--- src/rtl/ecc_pkg.sv ---
package ecc_pkg;

  typedef enum logic [1:0] {
    ST_IDLE,
    ST_READ,
    ST_CHECK,
    ST_WBACK
  } ctrl_state_t;

  // Number of Hamming position bits needed to cover dw data bits.
  function automatic int ham_width(int dw);
    int r;
    r = 0;
    for (int k = 1; k < 16; k++) begin
      if (r == 0 && (1 << k) >= dw + k + 1) r = k;
    end
    return r;
  endfunction

  // Codeword position (1-based, skipping powers of two) of data bit idx.
  function automatic int data_pos(int idx);
    int cnt;
    int res;
    cnt = 0;
    res = 0;
    for (int p = 1; p < idx + 72; p++) begin
      if ((p & (p - 1)) != 0) begin
        if (cnt == idx) res = p;
        cnt++;
      end
    end
    return res;
  endfunction

endpackage

--- src/rtl/ecc_encoder.sv ---
module ecc_encoder
  import ecc_pkg::*;
#(
  parameter int DATA_W = 64,
  parameter int HAM_W  = 7
)(
  input  logic [DATA_W-1:0] data,
  output logic [HAM_W-1:0]  ham,
  output logic              par
);

  function automatic logic [DATA_W-1:0] mask_of(int b);
    logic [DATA_W-1:0] m;
    for (int j = 0; j < DATA_W; j++) m[j] = ((data_pos(j) >> b) & 1) != 0;
    return m;
  endfunction

  for (genvar i = 0; i < HAM_W; i++) begin : g_ham
    localparam logic [DATA_W-1:0] MASK = mask_of(i);
    assign ham[i] = ^(data & MASK);
  end

  // overall parity makes the XOR of all stored bits zero
  assign par = ^{ham, data};

endmodule

--- src/rtl/ecc_decoder.sv ---
module ecc_decoder
  import ecc_pkg::*;
#(
  parameter int DATA_W = 64,
  parameter int HAM_W  = 7,
  localparam int CW_W   = DATA_W + HAM_W + 1,
  localparam int MAXPOS = DATA_W + HAM_W
)(
  input  logic [CW_W-1:0]   code,
  output logic [DATA_W-1:0] data_o,
  output logic              uncorr
);

  logic [HAM_W-1:0] calc_ham;
  logic [HAM_W-1:0] syn;
  logic             calc_par;
  logic             par_bad;

  ecc_encoder #(.DATA_W(DATA_W), .HAM_W(HAM_W)) u_recalc (
    .data (code[DATA_W-1:0]),
    .ham  (calc_ham),
    .par  (calc_par)
  );

  assign syn     = code[DATA_W +: HAM_W] ^ calc_ham;
  assign par_bad = calc_par ^ (^syn) ^ code[CW_W-1];

  // odd parity: one flip at position syn (0 = the parity bit itself)
  for (genvar j = 0; j < DATA_W; j++) begin : g_fix
    localparam int POS = data_pos(j);
    assign data_o[j] = code[j] ^ (par_bad && (syn == HAM_W'(POS)));
  end

  assign uncorr = (!par_bad && (syn != '0)) ||
                  (par_bad && (syn > HAM_W'(MAXPOS)));

endmodule

--- src/rtl/ecc_ram.sv ---
module ecc_ram #(
  parameter int ADDR_W = 4,
  parameter int WORD_W = 72,
  localparam int DEPTH = 2 ** ADDR_W
)(
  input  logic              clk,
  input  logic              we,
  input  logic [ADDR_W-1:0] waddr,
  input  logic [WORD_W-1:0] wdata,
  input  logic [ADDR_W-1:0] raddr,
  output logic [WORD_W-1:0] rdata
);

  logic [WORD_W-1:0] mem [DEPTH];

  always_ff @(posedge clk) begin
    if (we) mem[waddr] <= wdata;
    rdata <= mem[raddr];
  end

endmodule

--- src/rtl/ecc_err_capture.sv ---
module ecc_err_capture #(
  parameter int ADDR_W = 4
)(
  input  logic              clk,
  input  logic              rst,
  input  logic              hit,
  input  logic              clr,
  input  logic [ADDR_W-1:0] addr,
  input  logic [1:0]        size,
  input  logic              write,
  output logic              cap_valid,
  output logic [ADDR_W-1:0] cap_addr,
  output logic [1:0]        cap_size,
  output logic              cap_write
);

  always_ff @(posedge clk) begin
    if (rst) begin
      cap_valid <= 1'b0;
      cap_addr  <= '0;
      cap_size  <= '0;
      cap_write <= 1'b0;
    end else if (hit && (!cap_valid || clr)) begin
      cap_valid <= 1'b1;
      cap_addr  <= addr;
      cap_size  <= size;
      cap_write <= write;
    end else if (clr) begin
      cap_valid <= 1'b0;
    end
  end

endmodule

--- src/rtl/ecc_mem_ctrl.sv ---
module ecc_mem_ctrl
  import ecc_pkg::*;
#(
  parameter int DATA_W = 64,
  parameter int ADDR_W = 4,
  localparam int HAM_W = ham_width(DATA_W),
  localparam int CW_W  = DATA_W + HAM_W + 1,
  localparam int LANES = DATA_W / 8,
  localparam int OFF_W = $clog2(LANES)
)(
  input  logic              clk,
  input  logic              rst,
  input  logic              chk_en,
  input  logic              req_valid,
  output logic              req_ready,
  input  logic              req_write,
  input  logic [ADDR_W-1:0] req_addr,
  input  logic [1:0]        req_size,
  input  logic [OFF_W-1:0]  req_offset,
  input  logic [DATA_W-1:0] req_wdata,
  input  logic [CW_W-1:0]   inj_flip,
  output logic              rsp_valid,
  output logic [DATA_W-1:0] rsp_rdata,
  output logic              rsp_err,
  output logic              irq,
  input  logic              cap_clr,
  output logic              cap_valid,
  output logic [ADDR_W-1:0] cap_addr,
  output logic [1:0]        cap_size,
  output logic              cap_write
);

  ctrl_state_t       state;
  logic              l_write;
  logic [ADDR_W-1:0] l_addr;
  logic [1:0]        l_size;
  logic [OFF_W-1:0]  l_off;
  logic [DATA_W-1:0] l_wdata;
  logic [CW_W-1:0]   l_inj;

  logic [CW_W-1:0]   ram_q;
  logic [CW_W-1:0]   wb_code;
  logic              wb_en;
  logic              ram_we;

  logic [DATA_W-1:0] dec_data;
  logic              dec_uncorr;
  logic [DATA_W-1:0] eff_data;
  logic              eff_uncorr;
  logic [LANES-1:0]  lane_en;
  logic [DATA_W-1:0] byte_mask;
  logic              full_wr;
  logic [DATA_W-1:0] merged;
  logic [HAM_W-1:0]  enc_ham;
  logic              enc_par;
  logic              accept;
  logic              err_hit;

  assign req_ready = (state == ST_IDLE);
  assign accept    = req_valid && req_ready;

  // sequencing: fetch, check, optional write-back
  always_ff @(posedge clk) begin
    if (rst) begin
      state <= ST_IDLE;
    end else begin
      unique case (state)
        ST_IDLE:  if (accept) state <= ST_READ;
        ST_READ:  state <= ST_CHECK;
        ST_CHECK: state <= l_write ? ST_WBACK : ST_IDLE;
        default:  state <= ST_IDLE;
      endcase
    end
  end

  always_ff @(posedge clk) begin
    if (rst) begin
      l_write <= 1'b0;
      l_addr  <= '0;
      l_size  <= '0;
      l_off   <= '0;
      l_wdata <= '0;
      l_inj   <= '0;
    end else if (accept) begin
      l_write <= req_write;
      l_addr  <= req_addr;
      l_size  <= req_size;
      l_off   <= req_offset;
      l_wdata <= req_wdata;
      l_inj   <= inj_flip;
    end
  end

  // lanes of the aligned group that contains the offset
  always_comb begin
    lane_en   = '0;
    byte_mask = '0;
    for (int k = 0; k < LANES; k++) begin
      lane_en[k] = ((k >> l_size) == (int'(l_off) >> l_size));
      byte_mask[8*k +: 8] = {8{lane_en[k]}};
    end
  end

  assign full_wr = &lane_en;

  ecc_decoder #(.DATA_W(DATA_W), .HAM_W(HAM_W)) u_dec (
    .code   (ram_q),
    .data_o (dec_data),
    .uncorr (dec_uncorr)
  );

  assign eff_data   = chk_en ? dec_data : ram_q[DATA_W-1:0];
  assign eff_uncorr = chk_en && dec_uncorr;
  assign merged     = (l_wdata & byte_mask) | (eff_data & ~byte_mask);
  assign err_hit    = (state == ST_CHECK) && eff_uncorr;

  ecc_encoder #(.DATA_W(DATA_W), .HAM_W(HAM_W)) u_enc (
    .data (merged),
    .ham  (enc_ham),
    .par  (enc_par)
  );

  always_ff @(posedge clk) begin
    if (rst) begin
      rsp_valid <= 1'b0;
      rsp_rdata <= '0;
      rsp_err   <= 1'b0;
      irq       <= 1'b0;
      wb_code   <= '0;
      wb_en     <= 1'b0;
    end else begin
      rsp_valid <= 1'b0;
      irq       <= err_hit;
      if (state == ST_CHECK) begin
        rsp_rdata <= eff_data;
        rsp_err   <= eff_uncorr;
        rsp_valid <= !l_write;
        wb_code   <= {enc_par, enc_ham, merged} ^ l_inj;
        wb_en     <= !(eff_uncorr && !full_wr);
      end
      if (state == ST_WBACK) rsp_valid <= 1'b1;
    end
  end

  assign ram_we = (state == ST_WBACK) && wb_en;

  ecc_ram #(.ADDR_W(ADDR_W), .WORD_W(CW_W)) u_ram (
    .clk   (clk),
    .we    (ram_we),
    .waddr (l_addr),
    .wdata (wb_code),
    .raddr (l_addr),
    .rdata (ram_q)
  );

  ecc_err_capture #(.ADDR_W(ADDR_W)) u_cap (
    .clk       (clk),
    .rst       (rst),
    .hit       (err_hit),
    .clr       (cap_clr),
    .addr      (l_addr),
    .size      (l_size),
    .write     (l_write),
    .cap_valid (cap_valid),
    .cap_addr  (cap_addr),
    .cap_size  (cap_size),
    .cap_write (cap_write)
  );

endmodule

--- config.mk ---
export PLATFORM = sky130hd
export DESIGN_NAME = ecc_mem_ctrl
export DESIGN_NICKNAME = d
export VERILOG_FILES = /design/src/rtl/ecc_pkg.sv /design/src/rtl/ecc_encoder.sv /design/src/rtl/ecc_decoder.sv /design/src/rtl/ecc_ram.sv /design/src/rtl/ecc_err_capture.sv /design/src/rtl/ecc_mem_ctrl.sv
export SDC_FILE = /design/constraint.sdc
export NUM_CORES = 2
export LEC_CHECK = 0
export BUFFER_PORTS_ARGS = -buffer_cell sky130_fd_sc_hd__clkbuf_2
export CORE_ASPECT_RATIO = 0.6
export CORE_MARGIN = 3
export CORE_UTILIZATION = 57
export CTS_CLUSTER_DIAMETER = 120
export DETAILED_ROUTE_END_ITERATION = 6
export PLACE_DENSITY = 0.71
export SLEW_MARGIN = 0
export SYNTH_ARGS = -nofsm -noshare
export SYNTH_HDL_FRONTEND = slang
export SYNTH_SLANG_ARGS = --single-unit
--- constraint.sdc ---
create_clock -name clk -period 19.3 [get_ports clk]
set_clock_uncertainty 0.15 [all_clocks]
set_input_delay 0.965 -clock clk [delete_from_list [all_inputs] [get_ports clk]]
set_output_delay 0.965 -clock clk [all_outputs]
set_load 0.02 [all_outputs]
==> results.cfg <==
[global_routing]
overflow = 0
grt_first_pass_wirelength_um = 241000
grt_max_degree = 199
grt_usage_pct = 30.9
grt_pass1_vias = 32400
antenna_found_initial = 11

[setup_path]
crit_fanout = 22
worstSetupStartpoint = u_ram.rdata[61]$_DFF_P_
timing.rr.end = wb_code[71]$_SDFFE_PP0N_
cp.arrival_ns = 9.10
endpoint_kind = flop
start_kind = flop
ff2ff_path_depth = 21
r2r_start = u_ram.rdata[61]$_DFF_P_
worst_ep_required_time_ns = 19.81
cp-endpoint = wb_code[71]$_SDFFE_PP0N_
r2r_setup_slack_ns = 10.71
worstSetupPathType = reg -> reg

[yosys]
synth_cell_type_count = 56
syn_area_sq_um = 60700
yosysTopAreaCellShare_pct = 57.0
synth-seq-cells = 1520
synth_area_leaders = edfxtp_1, mux4_2, dfxtp_1, xnor2_1, nand2_1
synth_most_common_cell = edfxtp_1
synthArstFlopShare_pct = 0
synth_area_per_cell_sq_um = 16.9
synth_nets = 3762
syn_inst = 3595
synth_top_cell_by_area = edfxtp_1
synth-edff-count = 1152
ys_seq_area_share_pct = 69.2
synth_warnings = 0
synth_ff_type = edfxtp_1
ys_top_cells_by_count = edfxtp_1, dfxtp_1, mux4_2, nand2_1, nor2_1

[clock_tree]
clk_latency_ns = 0.77
cts_tree = yes
numCtsBuffers = 135
holdBufCountCts = 0
cts.sinks = 1520
path_clk_slew_ns = 0.07
h-tree-depth = 4
ctsRootBufferMaster = clkbuf_16
cts_resized = 0
post-cts-setup-buffer-count = 0
ctsLongestPathBuffers = 3

[route]
drc = 0
wl_per_cell_um = 31.9
drtIter0Drc = 5253
vias_per_cell = 6.44
dr.pass1.iters = 6
antenna_left = 0
drt-total-wl_um = 170000
num_vias = 34200

[timing]
relSlewSlack_pct = 16.5
finalCritPeriodShare_pct = 44.5
max_freq_ghz = 0.116
final.setup.tns_ns = 0
hold_viol = 0
setup_violations = 0
rsz0062_at_grt = no
drv_slew = 0
tightest_slew_ns = 1.25
min_period_ns = 8.59

[power]
power_mw = 10.9
irDropWorstVdd_uv = 1230
power_density_nw_per_um2 = 160
leakage_nw = 22.6

[floorplan]
row_count = 92
start_util_pct = 57.6
core_sq_um = 105000
dieArea_sq_um = 111000
pin_count = 227
die_w_um = 427
die_height_um = 259

[place]
placed_area_sq_um = 63300
io_buffers = 226
dp_hpwl_um = 106000
place_congestion = 1.00

[hold_path]
hp-class = in -> reg
holdPathStages = 3

[final_layout]
area_growth_pct = 11.9
drive_gt1_share_pct = 23.4
nets = 3956
final_area_sq_um = 67900

[flow_run]
cap_viol_max_count = 0

[status]
status = completed
-- layout make-up --
class	count	area (sq um)
antenna	2	5.00
clock buffer	188	3870
clock inverter	61	673
fill	7215	37500
inverter	11	41.3
multi-input combinational	1836	17900
sequential	1520	42000
tap	1410	1760
timing repair buffer	285	1620
-- layout by cell type (no fill, tap or decap), types with 13 or more instances in the layout --
cell type and n:
edfxtp_1 1152, dfxtp_1 364, mux4_2 360, nand2_1 329, clkbuf_2 225, xnor2_1 218, nor2_1 214, a21oi_1 177
clkbuf_16 141, xor2_1 88, a211oi_1 87, buf_4 56, xnor3_1 40, nand3_1 32, mux2i_1 30, clkbuf_1 30
a311oi_1 24, nor3_1 23, nand4_1 20, clkinv_2 20, nand2b_1 18, and3_1 18, clkbuf_8 17, ha_1 16
o31ai_1 15, clkinv_1 14, o21ai_0 13, or4_1 13
-- per-layer routing --
metal / GRT usage [%] / vias up / wire (um)
met5: 0 / - / 41
met4: 10.2 / 6 / 5490
met3: 8.13 / 301 / 20800
met2: 43.7 / 2131 / 74100
met1: 47.2 / 17600 / 69100
li1: - / 14200 / -
-- registers in the layout (all words and copies together) (netlist names) --
register,flops
l_write,1
l_size,2
l_off,3
u_cap.cap_addr,4
rsp_err,1
u_cap.cap_valid,1
l_inj,72
wb_code,72
rsp_rdata,64
u_ram.rdata,72
u_cap.cap_write,1
rsp_valid,1
wb_en,1
u_ram.mem,1152
irq,1
u_cap.cap_size,2
state,2
l_addr,4
l_wdata,64
-- cells by family (layout without fill, tap and decap cells) --
logic type               count (synthesis)  count (layout)  share of synthesized area, %
AO/OA/AOI/OAI                          363             363                          3.86
adder cells (fa/ha/maj)                 16              16                         0.330
multiplexers                           393             393                          13.9
flip-flops                            1520            1520                          69.2
buffers and inverters                  239             545                          1.57
AND/OR/NAND/NOR                        706             706                          4.93
other                                    0               2                             0
XOR/XNOR                               358             358                          6.25
-- report_power, final --
part,switching [mW],internal [mW],leakage (nW)
Clock,1.21,1.57,2.22
Combinational,2.86,1.54,6.73
Sequential,0.116,3.58,13.6
-- metrics by stage --
step | std cells | setup slack (ns) | util [%] | hold WS [ns]
floorplan | 3595 | 12.32 | - | 0.284
global placement | 5062 | 11.02 | 60.1 | 0.295
detailed placement | 5062 | 10.99 | 60.1 | 0.298
CTS | 5311 | 10.99 | 64.4 | 0.227
global route | 5311 | 10.59 | 64.4 | 0.260
finish | 5313 | 10.71 | 64.4 | 0.269
-- worst min-delay path by stage --
stage / from / to / slack (ns)
6_report: inj_flip[22] / l_inj[22]$_SDFFE_PP0P_ / 0.27
5_1_grt: inj_flip[60] / l_inj[60]$_SDFFE_PP0P_ / 0.26
4_1_cts: req_wdata[20] / l_wdata[20]$_SDFFE_PP0P_ / 0.23
3_5_place_dp: l_wdata[43]$_SDFFE_PP0P_ / l_wdata[43]$_SDFFE_PP0P_ / 0.30
3_3_place_gp: l_wdata[55]$_SDFFE_PP0P_ / l_wdata[55]$_SDFFE_PP0P_ / 0.30
2_1_floorplan: l_wdata[18]$_SDFFE_PP0P_ / l_wdata[18]$_SDFFE_PP0P_ / 0.28
-- worst max-delay path: stages, from the launching register on --
cell and delay (ns):
dfxtp_1 0.47, xnor2_1 0.11, xnor2_1 0.62, xnor3_1 0.33
xnor3_1 0.43, xor3_1 0.46, ha_1 0.31, xnor3_1 0.39
xnor2_1 0.15, xnor2_1 0.15, xnor2_1 0.16, xnor2_1 0.29
xnor3_1 1.05, nand4_1 0.21, xor2_1 0.27, a21oi_1 0.86
xnor3_1 0.60, xnor2_1 0.31, xnor3_1 0.31, xnor2_2 0.22
xnor3_1 0.45, o31ai_2 0.17
Note: power is estimated with default switching activity, not from simulation.
